$ cat src/rtl/tagcore_pkg.sv
package tagcore_pkg;

    localparam int DATA_W  = 16;
    localparam int TAG_W   = 3;
    localparam int NREG    = 8;
    localparam int RIDX_W  = $clog2(NREG);
    localparam int OPC_W   = 5;
    localparam int IMM8_W  = 8;
    localparam int IMM11_W = 11;
    localparam int IMM4_W  = 4;
    localparam int FAM_W   = 4;

    typedef enum logic [TAG_W-1:0] {
        TAG_INT  = 3'd0,
        TAG_PTR  = 3'd1,
        TAG_CONT = 3'd2,
        TAG_CLOS = 3'd3,
        TAG_UNIT = 3'd4,
        TAG_BOOL = 3'd5,
        TAG_RSV6 = 3'd6,
        TAG_RSV7 = 3'd7
    } tag_e;

    typedef enum logic [OPC_W-1:0] {
        OP_LDI     = 5'h00,
        OP_LDHI    = 5'h01,
        OP_ADD     = 5'h02,
        OP_SUB     = 5'h03,
        OP_BRZ     = 5'h04,
        OP_JREL    = 5'h05,
        OP_MLOAD   = 5'h06,
        OP_MSTORE  = 5'h07,
        OP_HALLOC  = 5'h08,
        OP_MOVE    = 5'h09,
        OP_CALL    = 5'h0A,
        OP_RETURN  = 5'h0B,
        OP_DISPAT  = 5'h0C,
        OP_HINST   = 5'h0D,
        OP_HREM    = 5'h0E,
        OP_RAISE   = 5'h0F,
        OP_RESUME  = 5'h10,
        OP_SETVAR  = 5'h11,
        OP_RETAG   = 5'h12,
        OP_IDLE    = 5'h13,
        OP_AND     = 5'h14,
        OP_OR      = 5'h15,
        OP_XOR     = 5'h16,
        OP_SHL     = 5'h17,
        OP_SHR     = 5'h18,
        OP_PINC    = 5'h19,
        OP_PDEC    = 5'h1A,
        OP_FLOAD   = 5'h1B,
        OP_FSTORE  = 5'h1C,
        OP_FALLOC  = 5'h1D,
        OP_SPADJ   = 5'h1E,
        OP_TAILJ   = 5'h1F
    } opc_e;

    typedef enum logic [2:0] {
        CL_LOADIMM,
        CL_LOADHI,
        CL_INT2,
        CL_MOVE,
        CL_PTRADJ,
        CL_BRZ,
        CL_JUMP,
        CL_EXT
    } cls_e;

    typedef struct packed {
        tag_e              tag;
        logic [DATA_W-1:0] val;
    } tword_t;

    typedef struct packed {
        opc_e               opc;
        cls_e               cls;
        logic [RIDX_W-1:0]  rd;
        logic [RIDX_W-1:0]  rs;
        logic [RIDX_W-1:0]  rt;
        logic [IMM4_W-1:0]  imm4;
        logic [IMM8_W-1:0]  imm8;
        logic [IMM11_W-1:0] imm11;
        logic [FAM_W-1:0]   fam;
        logic [FAM_W-1:0]   eop;
    } dec_t;

    function automatic cls_e class_of(opc_e o);
        case (o)
            OP_LDI:                                   return CL_LOADIMM;
            OP_LDHI:                                  return CL_LOADHI;
            OP_ADD, OP_SUB, OP_AND, OP_OR, OP_XOR,
            OP_SHL, OP_SHR:                           return CL_INT2;
            OP_MOVE:                                  return CL_MOVE;
            OP_PINC, OP_PDEC:                         return CL_PTRADJ;
            OP_BRZ:                                   return CL_BRZ;
            OP_JREL:                                  return CL_JUMP;
            default:                                  return CL_EXT;
        endcase
    endfunction

    function automatic logic [DATA_W-1:0] sext8(logic [IMM8_W-1:0] x);
        return {{(DATA_W-IMM8_W){x[IMM8_W-1]}}, x};
    endfunction

    function automatic logic [DATA_W-1:0] sext11(logic [IMM11_W-1:0] x);
        return {{(DATA_W-IMM11_W){x[IMM11_W-1]}}, x};
    endfunction

    function automatic logic [DATA_W-1:0] int2_result(opc_e o,
                                                      logic [DATA_W-1:0] x,
                                                      logic [DATA_W-1:0] y);
        logic [3:0] sh;
        sh = y[3:0];
        case (o)
            OP_ADD:  return x + y;
            OP_SUB:  return x - y;
            OP_AND:  return x & y;
            OP_OR:   return x | y;
            OP_XOR:  return x ^ y;
            OP_SHL:  return x << sh;
            OP_SHR:  return x >> sh;
            default: return '0;
        endcase
    endfunction

endpackage

$ cat src/rtl/tagcore_decode.sv
module tagcore_decode
    import tagcore_pkg::*;
(
    input  logic [DATA_W-1:0] instr,
    output dec_t              dec
);
    localparam int OPC_LSB = DATA_W - OPC_W;

    always_comb begin
        dec.opc   = opc_e'(instr[DATA_W-1:OPC_LSB]);
        dec.cls   = class_of(dec.opc);
        dec.rd    = instr[10:8];
        dec.rs    = instr[7:5];
        dec.rt    = instr[4:2];
        dec.imm4  = instr[4:1];
        dec.imm8  = instr[IMM8_W-1:0];
        dec.imm11 = instr[IMM11_W-1:0];
        dec.fam   = instr[10:7];
        dec.eop   = instr[6:3];
    end
endmodule

$ cat src/rtl/tagcore_regfile.sv
module tagcore_regfile
    import tagcore_pkg::*;
#(
    parameter int NRD = 4
) (
    input  logic                        clk,
    input  logic                        rst,
    input  logic                        we,
    input  logic [RIDX_W-1:0]           waddr,
    input  tword_t                      wdata,
    input  logic [NRD-1:0][RIDX_W-1:0]  raddr,
    output tword_t [NRD-1:0]            rdata
);
    tword_t [NREG-1:0] mem;

    always_ff @(posedge clk) begin
        if (rst) begin
            for (int i = 0; i < NREG; i++) begin
                mem[i] <= '{tag: TAG_INT, val: '0};
            end
        end else if (we) begin
            mem[waddr] <= wdata;
        end
    end

    for (genvar g = 0; g < NRD; g++) begin : g_rd
        assign rdata[g] = mem[raddr[g]];
    end


    reg_hold_chk: assert property (@(posedge clk) disable iff (rst)
        !we |=> $stable(mem));


    reg_write_lands_chk: assert property (@(posedge clk) disable iff (rst)
        we |=> (mem[$past(waddr)] == $past(wdata)));
endmodule

$ cat src/rtl/tagcore_alu.sv
module tagcore_alu
    import tagcore_pkg::*;
(
    input  logic              clk,
    input  logic              rst,
    input  logic              valid,
    input  dec_t              dec,
    input  logic [DATA_W-1:0] pc,
    input  tword_t            opa,
    input  tword_t            opb,
    input  tword_t            opc,
    output logic              wb_we,
    output tword_t            wb_data,
    output logic              trap,
    output logic              ext,
    output logic              taken,
    output logic [DATA_W-1:0] npc
);
    logic [DATA_W-1:0] off;
    logic [DATA_W-1:0] imm4_ext;

    assign imm4_ext = {{(DATA_W-IMM4_W){1'b0}}, dec.imm4};

    always_comb begin
        wb_we   = 1'b0;
        wb_data = '{tag: TAG_INT, val: '0};
        trap    = 1'b0;
        ext     = 1'b0;
        taken   = 1'b0;
        if (valid) begin
            unique case (dec.cls)
                CL_LOADIMM: begin
                    wb_we   = 1'b1;
                    wb_data = '{tag: TAG_INT, val: sext8(dec.imm8)};
                end
                CL_LOADHI: begin
                    wb_we   = 1'b1;
                    wb_data = '{tag: opa.tag, val: {dec.imm8, opa.val[IMM8_W-1:0]}};
                end
                CL_INT2: begin
                    if (opb.tag != TAG_INT || opc.tag != TAG_INT) begin
                        trap = 1'b1;
                    end else begin
                        wb_we   = 1'b1;
                        wb_data = '{tag: TAG_INT, val: int2_result(dec.opc, opb.val, opc.val)};
                    end
                end
                CL_MOVE: begin
                    wb_we   = 1'b1;
                    wb_data = opb;
                end
                CL_PTRADJ: begin
                    if (opb.tag != TAG_PTR) begin
                        trap = 1'b1;
                    end else begin
                        wb_we   = 1'b1;
                        wb_data.tag = TAG_PTR;
                        wb_data.val = (dec.opc == OP_PINC) ? opb.val + imm4_ext
                                                           : opb.val - imm4_ext;
                    end
                end
                CL_BRZ:  taken = (opa.val == '0);
                CL_JUMP: taken = 1'b1;
                CL_EXT:  ext = 1'b1;
                default: ext = 1'b0;
            endcase
        end
    end

    assign off = (dec.cls == CL_BRZ) ? sext8(dec.imm8) : sext11(dec.imm11);
    assign npc = taken ? pc + off : pc + 1'b1;


    trap_ext_we_excl_chk: assert property (@(posedge clk) disable iff (rst)
        $onehot0({trap, ext, wb_we}));


    int_result_tag_chk: assert property (@(posedge clk) disable iff (rst)
        (wb_we && dec.cls == CL_INT2) |-> (wb_data.tag == TAG_INT));


    ptr_result_tag_chk: assert property (@(posedge clk) disable iff (rst)
        (wb_we && dec.cls == CL_PTRADJ) |-> (wb_data.tag == TAG_PTR));


    shr_no_growth_chk: assert property (@(posedge clk) disable iff (rst)
        (wb_we && dec.opc == OP_SHR) |-> (wb_data.val <= opb.val));


    brz_zero_chk: assert property (@(posedge clk) disable iff (rst)
        (taken && dec.cls == CL_BRZ) |-> (opa.val == '0));


    jump_taken_chk: assert property (@(posedge clk) disable iff (rst)
        (valid && dec.cls == CL_JUMP) |-> (taken && npc != pc + 1'b1 || off == 16'd1));
endmodule

$ cat src/rtl/tagcore_exec.sv
module tagcore_exec
    import tagcore_pkg::*;
(
    input  logic         clk,
    input  logic         rst,
    input  logic         instr_valid,
    input  logic [15:0]  instr,
    input  logic [15:0]  pc,
    input  logic         cpl_we,
    input  logic [2:0]   cpl_sel,
    input  logic [2:0]   cpl_tag,
    input  logic [15:0]  cpl_val,
    input  logic [2:0]   rd_sel,
    output logic [2:0]   rd_tag,
    output logic [15:0]  rd_val,
    output logic         trap,
    output logic [4:0]   trap_opcode,
    output logic         branch_taken,
    output logic [15:0]  next_pc,
    output logic         ext_req,
    output logic [4:0]   ext_opcode,
    output logic [2:0]   ext_ra,
    output logic [2:0]   ext_rb,
    output logic [10:0]  ext_imm11,
    output logic [3:0]   ext_family,
    output logic [3:0]   ext_effop,
    output logic [2:0]   ext_a_tag,
    output logic [15:0]  ext_a_val,
    output logic [2:0]   ext_b_tag,
    output logic [15:0]  ext_b_val
);
    localparam int NRD    = 4;
    localparam int RP_A   = 0;
    localparam int RP_B   = 1;
    localparam int RP_C   = 2;
    localparam int RP_DBG = 3;

    dec_t                       dec;
    logic [NRD-1:0][RIDX_W-1:0] raddr;
    tword_t [NRD-1:0]           rdata;
    logic                       alu_we;
    tword_t                     alu_data;
    logic                       alu_trap;
    logic                       alu_ext;
    logic                       rf_we;
    logic [RIDX_W-1:0]          rf_waddr;
    tword_t                     rf_wdata;

    tagcore_decode u_dec (
        .instr (instr),
        .dec   (dec)
    );

    always_comb begin
        raddr[RP_A]   = dec.rd;
        raddr[RP_B]   = dec.rs;
        raddr[RP_C]   = dec.rt;
        raddr[RP_DBG] = rd_sel;
    end

    tagcore_regfile #(.NRD(NRD)) u_rf (
        .clk   (clk),
        .rst   (rst),
        .we    (rf_we),
        .waddr (rf_waddr),
        .wdata (rf_wdata),
        .raddr (raddr),
        .rdata (rdata)
    );

    tagcore_alu u_alu (
        .clk     (clk),
        .rst     (rst),
        .valid   (instr_valid),
        .dec     (dec),
        .pc      (pc),
        .opa     (rdata[RP_A]),
        .opb     (rdata[RP_B]),
        .opc     (rdata[RP_C]),
        .wb_we   (alu_we),
        .wb_data (alu_data),
        .trap    (alu_trap),
        .ext     (alu_ext),
        .taken   (branch_taken),
        .npc     (next_pc)
    );

    // instruction result has priority over the completion port
    always_comb begin
        if (alu_we) begin
            rf_we    = 1'b1;
            rf_waddr = dec.rd;
            rf_wdata = alu_data;
        end else begin
            rf_we    = cpl_we;
            rf_waddr = cpl_sel;
            rf_wdata = '{tag: tag_e'(cpl_tag), val: cpl_val};
        end
    end

    assign rd_tag      = rdata[RP_DBG].tag;
    assign rd_val      = rdata[RP_DBG].val;
    assign trap        = alu_trap;
    assign trap_opcode = alu_trap ? dec.opc : '0;
    assign ext_req     = alu_ext;

    always_comb begin
        ext_opcode = '0;
        ext_ra     = '0;
        ext_rb     = '0;
        ext_imm11  = '0;
        ext_family = '0;
        ext_effop  = '0;
        ext_a_tag  = '0;
        ext_a_val  = '0;
        ext_b_tag  = '0;
        ext_b_val  = '0;
        if (alu_ext) begin
            ext_opcode = dec.opc;
            ext_ra     = dec.rd;
            ext_rb     = dec.rs;
            ext_imm11  = dec.imm11;
            ext_family = dec.fam;
            ext_effop  = dec.eop;
            ext_a_tag  = rdata[RP_A].tag;
            ext_a_val  = rdata[RP_A].val;
            ext_b_tag  = rdata[RP_B].tag;
            ext_b_val  = rdata[RP_B].val;
        end
    end


    idle_quiet_chk: assert property (@(posedge clk) disable iff (rst)
        !instr_valid |-> (!trap && !ext_req && !branch_taken && !alu_we));


    ext_no_trap_chk: assert property (@(posedge clk) disable iff (rst)
        ext_req |-> (!trap && trap_opcode == '0));
endmodule

$ cat config.mk
export PLATFORM = sky130hd
export DESIGN_NAME = tagcore_exec
export DESIGN_NICKNAME = d
export VERILOG_FILES = /design/src/rtl/tagcore_pkg.sv /design/src/rtl/tagcore_decode.sv /design/src/rtl/tagcore_regfile.sv /design/src/rtl/tagcore_alu.sv /design/src/rtl/tagcore_exec.sv
export SDC_FILE = /design/constraint.sdc
export NUM_CORES = 1
export LEC_CHECK = 0
export BUFFER_PORTS_ARGS = -buffer_cell sky130_fd_sc_hd__buf_4
export CAP_MARGIN = 20
export CORE_MARGIN = 5
export CORE_UTILIZATION = 38
export CTS_CLUSTER_DIAMETER = 150
export CTS_CLUSTER_SIZE = 25
export DETAILED_ROUTE_END_ITERATION = 10
export PLACE_DENSITY_LB_ADDON = 0.1
export SLEW_MARGIN = 20
export SYNTH_ARGS = -nofsm -noshare
export SYNTH_HDL_FRONTEND = slang
export SYNTH_SLANG_ARGS = --single-unit
export TNS_END_PERCENT = 10
$ cat constraint.sdc
create_clock -name clk -period 12.5 [get_ports clk]
set_clock_uncertainty 0.15 [all_clocks]
set_input_delay 3.125 -clock clk [delete_from_list [all_inputs] [get_ports clk]]
set_output_delay 3.125 -clock clk [all_outputs]
set_load 0.02 [all_outputs]
==> results.cfg, run 1 <==
[outcome]
status = finished, final reports clean

[synthesis]
synthMuxAreaShare_pct = 31.2
synthesis.area_mm2 = 0.0166
netlist_instances = 1784
yosysWarnings = 0
synth_seq_cells = 152
yosysTopAreaCell = mux4_2
yosysMostFrequentCell = nor2_1
synth.area.top_cells = mux4_2 21%, dfxtp_1 18%, ha_1 6.6%, mux2i_1 6.1%, nand3b_1 4.6%
synth_seq_area_share_pct = 18.4
yosysUniqueCellTypes = 92
synth_fa_ha_area_share_pct = 6.93
syn_nets = 1935
synth_compound_area_share_pct = 17.5
synth_simple_gate_area_share_pct = 17.0
synth-xor-area-share_pct = 2.57
synth_edf_count = 0
async_reset_ff_share_pct = 0
synth_ff_type = dfxtp_1
yosys-top-cells-count = 199 x nor2_1, 153 x mux4_2, 152 x dfxtp_1
synth_area_per_cell_um2 = 9.29
synth_top_area_share_pct = 20.8
synth_top_family_by_area = multiplexers

[clocking]
cts-resized-gates = 0
root_buffer = clkbuf_16
hold_buffers = 0
cts_tree = yes
cts_setup_buffers = 0
cts.sinks = 152
clk-insertion-delay-late_ns = 0.45
cts.clk_slew.worst_paths_ns = 0.06
cts_max_path_buffers = 2
htreeDepth = 4
numCtsBuffers = 17

[final_layout]
largest_register = u_rf.mem
final_nets = 2020
syn_to_final_growth_pct = 13.0
drive_gt1_share_pct = 26.0
fillers = 4299
largestRegisters = u_rf.mem (152)
final_cells = 2467
largest_reg_flops = 152
num_antenna_cells = 0

[critical_path]
required_ns = 9.22
crit_path_cell_trace = buf_4, mux4_2, mux2i_1, nand4_1, nor4_1, a32oi_1, nor3_1, nand2b_1, ha_1, inv_1, fa_1, nor2b_1, o21ai_0, a21boi_0, o21ai_0, a21boi_0, o2111ai_1, a31oi_1, or4_1, nand3_1, buf_4
cp_data_arrival_time_ns = 8.36
timing.critical_path.buf_inv = 3
crit_type = in2out
start_kind = input pin
crit_fanout = 25
critical_path.max_stage_delay_ns = 0.57
slowest_stage = mux4_2
end_kind = output port
crit_family = simple AND/OR/NAND/NOR gates

[power_and_ir_drop]
powerDensity_mw_per_mm2 = 93.0
vdd_drop_max_uv = 101
cellLeakagePower_nw = 7.37

[floorplan]
io_pins = 172
start_util_pct = 38.5
placeableCoreArea_mm2 = 0.0431
dieWidth_um = 219
die_h_um = 219
dieArea_mm2 = 0.0479
num_rows = 76

[detailed_routing]
wl_met1_mm = 29.3
drt_wl_total_mm = 69.3
drt_first_pass_iters = 7
drt_iter0_markers = 1862
viasPerCell = 6.36
wl_met3_mm = 5.57
vias = 15700
highest-signal-layer = met4
wl_per_cell_um = 28.1
drtAntennaViolNets = 0
wl_met2_mm = 32.4
drc = 0

[global_route]
antenna_found_initial = 1
gr-total-overflow = 0
grt_pass1_wl_mm = 101
grt_pass1_vias = 14800
gr-usage-all-layers_pct = 28.1
grt_max_degree = 93

[timing]
timing.slew.headroom_pct = 9.25
worstMarginPinSlew_ns = 1.33
hold_viol_final = 0
fin_tns_setup_ns = 0
post-route-min-period_ns = 11.63
fmax_ghz = 0.0860
rsz0062_at_grt = no
finalSetupViolations = 0
post-route-period-util_pct = 93.1
hold_ws_ns = 0.359
maxSlewViolCount = 0

[place]
dp.final_hpwl_mm = 49.8
dp.cells = 2433
portBuffers = 171
gp_congestion = 0.968

[job]
max_cap_viol_count = 0

[min_path]
hold_class = reg2reg
==> where the power goes <==
| part | switching [mW] | internal (mW) |
|---|---|---|
| logic | 0.394 | 0.256 |
| clock network | 0.222 | 0.343 |
| registers | 0.0239 | 0.502 |
| total | 0.640 | 1.10 |
==> cells by family (layout without fill, tap and decap cells) <==
logic type	Yosys count	after routing
simple gates	543	543
compound gates	445	445
mux	306	306
buf+inv	201	299
flops	152	152
fa+ha+maj	90	90
xor+xnor	47	47
==> layout by cell type, fill, tap and decap left out, types with 29 or more instances in the layout <==
| cell type | n |
|---|---|
| inv_1 | 49 |
| o21ai_0 | 105 |
| a21oi_1 | 93 |
| ha_1 | 87 |
| nand2_1 | 83 |
| nor3_1 | 35 |
| o21ai_1 | 29 |
| dfxtp_1 | 152 |
| xnor2_1 | 31 |
| mux2i_1 | 100 |
| and2_1 | 29 |
| nand3b_1 | 102 |
| buf_4 | 207 |
| nor2_1 | 199 |
| mux2_2 | 37 |
| mux4_2 | 153 |
==> area by class of cell <==
class	count	area, um^2	area share, %
Timing Repair Buffer	209	1600	8.53
Clock inverter	13	176	0.943
Clock buffer	19	453	2.42
Tap cell	585	732	3.91
Multi-Input combinational cell	1431	12500	66.8
Sequential cell	152	3040	16.3
Inverter	58	218	1.16
==> final timing paths <==
check / end / cells past startpoint / from / slack (ns)
max reg2reg: u_rf.mem[147] / 17 / u_rf.mem[97] / 6.74
max: next_pc[14] / 21 / instr[8] / 0.87
min reg2reg: u_rf.mem[128] / 2 / u_rf.mem[128] / 0.36
min: u_rf.mem[128] / 2 / u_rf.mem[128] / 0.36
==> per-layer routing <==
metal	vias up	global-route usage [%]
met5	-	0
met4	0	8.71
met3	108	5.19
met2	794	45.6
met1	7812	38.4
li1	6987	-
==> per-stage QoR <==
step / instance area (um^2) / power (mW) / worst slack [ns] / util [%]
global placement: 18000 / 1.18 / 0.901 / 41.9
floorplan: 16600 / 0.979 / 1.47 / -
global route: 18700 / 1.81 / 0.364 / 43.5
finish: 18700 / 1.74 / 0.868 / 43.5
detailed placement: 18000 / 1.18 / 0.829 / 41.9
CTS: 18700 / 1.74 / 0.782 / 43.3
==> worst register-to-register path, stage by stage, from the launching register on <==
cell      delay (ns)
dfxtp_1         0.36
mux4_2          0.53
mux2i_4         0.48
buf_4           0.39
nand2_1         0.11
nor3_1          0.25
nor2_1          0.08
xnor2_1         0.15
ha_1            0.34
o21ai_0         0.32
a21oi_1         0.17
o22ai_1         0.27
o211ai_1        0.16
and3_1          0.20
o41ai_1         0.95
a31oi_2         0.46
nand2_1         0.18
a21oi_1         0.07
Power figures use the tool's default switching activity.
==> run 2: changes to the inputs <==
- CELL_PAD_IN_SITES_DETAIL_PLACEMENT: default -> 1
- CELL_PAD_IN_SITES_GLOBAL_PLACEMENT: default -> 1
- MAX_ROUTING_LAYER: default -> met4
==> run 2 against run 1 <==
  * Setup slack got worse by 0.092 ns
  * Sequential power hardly changed
  * Global-route usage up 2.9 points
  * Sequential share of layout area about the same
  * Via count rose by 1.9%
==> results.cfg, run 2 (synthesized netlist as in run 1, its figures left out) <==
[critical_path]
start_kind = input pin
slowest_stage = buf_4
crit_fanout = 48
cp_data_arrival_time_ns = 8.45
crit_type = in2out
end_kind = output port
required_ns = 9.22
critical_path.max_stage_delay_ns = 0.54
crit_top_cell = buf_4
crit_path_cell_trace = buf_4, mux4_2, mux2i_1, inv_1, nor4_1, a32oi_1, nor3_1, buf_4, nand2b_1, ha_1, inv_1, fa_1, nor2b_1, o21ai_0, a21boi_0, o21ai_0, a21boi_0, o2111ai_1, a31oi_1, or4_1, nand3_1, buf_4

[timing]
maxSlewViolCount = 0
rsz0062_at_grt = no
post-route-min-period_ns = 11.72
finalSetupViolations = 0
worstMarginPinSlew_ns = 1.22
fin_ws_ns = 0.776
timing.slew.headroom_pct = 17.9
hold_viol_final = 0
fmax_ghz = 0.0853
hold_ws_ns = 0.358
fin_tns_setup_ns = 0
post-route-period-util_pct = 93.8

[outcome]
status = finished, final reports clean

[clocking]
cts.sinks = 152
htreeDepth = 4
root_buffer = clkbuf_16
cts-resized-gates = 0
hold_buffers = 0
cts.clk_slew.worst_paths_ns = 0.06
cts_setup_buffers = 0
numCtsBuffers = 17
cts_tree = yes
cts_max_path_buffers = 2
clk-insertion-delay-late_ns = 0.45

[job]
max_cap_viol_count = 0

[final_layout]
num_antenna_cells = 0
final_common_cell = buf_4
fillers = 4972
syn_to_final_growth_pct = 12.7
largest_register = u_rf.mem
final_util_pct = 43.3
drive_gt1_share_pct = 26.0
final_cells = 2467
largest_reg_flops = 152
layout_common_cells = 208 x buf_4, 199 x nor2_1, 153 x mux4_2, 152 x dfxtp_1, 105 x o21ai_0
largestRegisters = u_rf.mem (152)
final_nets = 2020

[floorplan]
placeableCoreArea_mm2 = 0.0431
io_pins = 172
die_h_um = 219
start_util_pct = 38.5
dieWidth_um = 219
num_rows = 76
dieArea_mm2 = 0.0479

[detailed_routing]
vias = 16000
drt_iter0_markers = 1528
viasPerCell = 6.49
drtAntennaViolNets = 0
drt_first_pass_iters = 5
drc = 0
wl_per_cell_um = 29.8
drt_wl_total_mm = 73.6

[place]
dp.cells = 2434
dp.final_hpwl_mm = 53.3
portBuffers = 171
gp_congestion = 0.925
pre_cts_ws_ns = 0.782

[power_and_ir_drop]
powerDensity_mw_per_mm2 = 91.9
power.switching_uw = 653
cellLeakagePower_nw = 7.34
p_clk_share_pct = 30.4
p_seq_share_pct = 30.8
p_sw_share_pct = 38.1
combPwrFrac_pct = 38.9
internal-power_mw = 1.06
vdd_drop_max_uv = 109

[global_route]
grt_pass1_vias = 16100
gr-total-overflow = 0
antenna_found_initial = 0
grt_max_degree = 85
gr-usage-all-layers_pct = 31.1
grt_pass1_wl_mm = 109

[min_path]
hold_class = reg2reg
==> run 2: changes by cell type in the layout (fill, tap and decap cells not counted) <==
cell / before / now
clkinv_2: 5 / 4
bufinv_16: 4 / 2
mux2i_2: 4 / 5
buf_8: 1 / 0
clkinvlp_4: 3 / 5
mux2i_1: 100 / 99
buf_4: 207 / 208
clkbuf_1: 0 / 1
==> run 2: cell type report <==
| class | count | area (um^2) | area share (%) |
|---|---|---|---|
| multi-input cells | 1431 | 12500 | 67.0 |
| flip-flops and latches | 152 | 3040 | 16.3 |
| inverters | 58 | 218 | 1.17 |
| well taps | 585 | 732 | 3.92 |
| clock buffers | 20 | 457 | 2.45 |
| clock inverters | 12 | 126 | 0.677 |
| repair buffers | 209 | 1590 | 8.51 |
==> run 2: metal layers <==
layer / share of wire (%) / track usage [%]
met5: 0 / -
met4: 3.4 / 10.5
met3: 7.5 / 5.23
met2: 47 / 49.7
met1: 42 / 40.4
==> run 2: final timing paths <==
path	endpoint	slack, ns	startpoint	depth (start not counted)
worst max-delay path	next_pc[14]	0.78	instr[9]	22
worst min-delay path	u_rf.mem[128]	0.36	u_rf.mem[128]	2
worst max register to register	u_rf.mem[148]	6.54	u_rf.mem[38]	20
worst min register to register	u_rf.mem[128]	0.36	u_rf.mem[128]	2
==> run 2: power by group through the flow <==
| stage | registers [mW] | logic, mW | clock network, mW |
|---|---|---|---|
| 6_report | 0.527 | 0.666 | 0.521 |
| 5_1_grt | 0.529 | 0.710 | 0.552 |
| 4_1_cts | 0.526 | 0.658 | 0.530 |
| 3_5_place_dp | 0.537 | 0.653 | 0 |
| 3_3_place_gp | 0.535 | 0.645 | 0 |
| 2_1_floorplan | 0.527 | 0.452 | 0 |
==> run 2: per-stage QoR <==
stage	power (mW)	cell area, um^2
2_1_floorplan	0.979	16600
3_3_place_gp	1.18	18100
3_5_place_dp	1.19	18100
4_1_cts	1.71	18600
5_1_grt	1.79	18700
6_report	1.71	18700
==> run 2: critical path: cells and delay by family <==
family | cells | cell delay (ns)
AO/OA/AOI/OAI | 7 | 1.50
adder cells (fa/ha/maj) | 2 | 0.43
buffers and inverters | 5 | 1.07
AND/OR/NAND/NOR | 6 | 1.38
multiplexers | 2 | 0.92
==> run 3: changes to the inputs <==
- ABC_AREA: default -> 1
==> run 3 against run 2 <==
  * Via count up 38%
  * Clock-buffer cell count rose by 3
  * Wire length grew 26%
  * Synthesized cell count increased by 69%
  * Sequential power grew 1%
  * Core utilization shrank 0.83 points
  * Synthesized area is 4.4% higher
  * Largest power group unchanged
==> results.cfg, run 3 <==
[outcome]
status = finished, final reports clean

[detailed_routing]
drc = 0
vias = 22200
drt_wl_total_mm = 92.6
wl_per_cell_um = 25.2
drt_iter0_markers = 2467
drtAntennaViolNets = 0
viasPerCell = 6.04
drt_first_pass_iters = 5

[critical_path]
critical_path.max_stage_delay_ns = 0.47
start_kind = input pin
r2r_setup_slack_ns = 7.49
required_ns = 9.22
crit_path_cell_trace = buf_4, clkinv_1, buf_4, o21ai_0, nor3_1, nand3_1, o21ai_0, buf_4, nand2_1, buf_4, inv_1, nand2_1, ha_1, inv_1, fa_1, o21ai_0, a21boi_0, o21ai_0, a21oi_1, o21ai_0, a21oi_1, o21ai_0, xor2_1, buf_4
crit_type = in2out
ff2ff_path_depth = 22
end_kind = output port
slowest_stage = clkinv_1
cp_data_arrival_time_ns = 8.08
crit_top_cell = o21ai_0
crit_fanout = 17

[synthesis]
yosys-top-cells-count = 832 x nand2_1, 393 x a21oi_1, 302 x inv_1
synth_area_per_cell_um2 = 5.72
yosysWarnings = 0
yosysMostFrequentCell = nand2_1
synth_top_area_share_pct = 18.1
synth_ff_type = dfxtp_1
synth_edf_count = 0
synthesis.area_mm2 = 0.0173
netlist_instances = 3023
yosysUniqueCellTypes = 55
synth.area.top_cells = nand2_1 18%, dfxtp_1 18%, a21oi_1 11%, o21ai_0 8.5%, inv_1 6.6%
async_reset_ff_share_pct = 0
synth_seq_cells = 152
yosysTopAreaCell = nand2_1
synth_seq_area_share_pct = 17.6
syn_nets = 3174

[clocking]
clk-insertion-delay-late_ns = 0.45
cts.clk_slew.worst_paths_ns = 0.06
root_buffer = clkbuf_16
cts_setup_buffers = 0
cts-resized-gates = 0
cts_tree = yes
cts.sinks = 152
htreeDepth = 4
hold_buffers = 0
cts_max_path_buffers = 2
numCtsBuffers = 17

[floorplan]
io_pins = 172
dieWidth_um = 223
placeableCoreArea_mm2 = 0.0452
start_util_pct = 38.3
die_h_um = 223
dieArea_mm2 = 0.0499
num_rows = 78

[final_layout]
final_util_pct = 42.5
largest_register = u_rf.mem
largest_reg_flops = 152
drive_gt1_share_pct = 10.1
fillers = 6300
syn_to_final_growth_pct = 11.1
layout_common_cells = 831 x nand2_1, 393 x a21oi_1, 301 x inv_1, 294 x o21ai_0, 226 x nand3_1
largestRegisters = u_rf.mem (152)
final_common_cell = nand2_1
final_nets = 3209
num_antenna_cells = 0

[timing]
finalSetupViolations = 0
timing.slew.headroom_pct = 28.5
hold_viol_final = 0
hold_ws_ns = 0.327
fin_tns_setup_ns = 0
post-route-period-util_pct = 90.9
maxSlewViolCount = 0
fmax_ghz = 0.0880
worstMarginPinSlew_ns = 1.07
post-route-min-period_ns = 11.36
rsz0062_at_grt = no

[global_route]
grt_max_degree = 120
gr-usage-all-layers_pct = 36.4
grt_pass1_vias = 21600
grt_use_met2_pct = 56.7
gr-total-overflow = 0
antenna_found_initial = 0
grt_pass1_wl_mm = 137
grt_use_met3_pct = 5.72
busiest_layer = met2
met1_usage_pct = 47.5

[place]
portBuffers = 171
dp.final_hpwl_mm = 64.4
gp_congestion = 0.959

[job]
max_cap_viol_count = 0

[power_and_ir_drop]
cellLeakagePower_nw = 9.35
powerDensity_mw_per_mm2 = 98.8
vdd_drop_max_uv = 75.5

[min_path]
hold_depth = 2
hold_class = reg2reg
-- run 3: critical path, delay by kind of cell --
family / cells / cell delay [ns]
xor+xnor: 1 / 0.17
fa+ha+maj: 2 / 0.58
simple gates: 4 / 0.38
buf+inv: 8 / 1.78
compound gates: 9 / 2.02
-- run 3: layer usage --
layer | up-vias | share of wire, % | routed length [um]
li1 | 10100 | - | -
met1 | 10800 | 42 | 39000
met2 | 1080 | 45 | 41300
met3 | 238 | 8.8 | 8160
met4 | 0 | 4.4 | 4120
met5 | - | 0 | 0
-- run 3: through the flow --
stage	total power, mW	area, um^2	setup WS (ns)	instances
2_1_floorplan	1.06	17300	2.20	3023
3_3_place_gp	1.33	18600	1.36	3639
3_5_place_dp	1.35	18600	1.27	3639
4_1_cts	1.88	19200	1.25	3669
5_1_grt	1.99	19200	0.816	3669
6_report	1.90	19200	1.14	3669
-- run 3: logic make-up after synthesis --
family	synth area share (%)
XOR/XNOR	1.82
AND/OR/NAND/NOR	34.1
AO/OA/AOI/OAI	27.2
adder cells (fa/ha/maj)	6.64
buffers and inverters	12.7
flip-flops	17.6
-- run 3: path summary, 6_finish.rpt --
kind / from / to
max: instr[10] / next_pc[12]
min: u_rf.mem[54] / u_rf.mem[54]
max reg2reg: u_rf.mem[38] / u_rf.mem[107]
min reg2reg: u_rf.mem[54] / u_rf.mem[54]
-- run 3: layout make-up --
class / count / area (um^2) / share of cell area, %
well taps: 600 / 751 / 3.91
multi-input cells: 2360 / 12100 / 62.8
clock inverters: 7 / 93.8 / 0.489
flip-flops and latches: 152 / 3040 / 15.8
inverters: 322 / 1210 / 6.31
repair buffers: 205 / 1550 / 8.08
clock buffers: 23 / 488 / 2.54
-- run 3: where the power goes --
group	total (mW)	switching (mW)	internal [mW]
logic	0.829	0.593	0.235
clock network	0.536	0.223	0.313
registers	0.533	0.0216	0.511
total	1.90	0.838	1.06
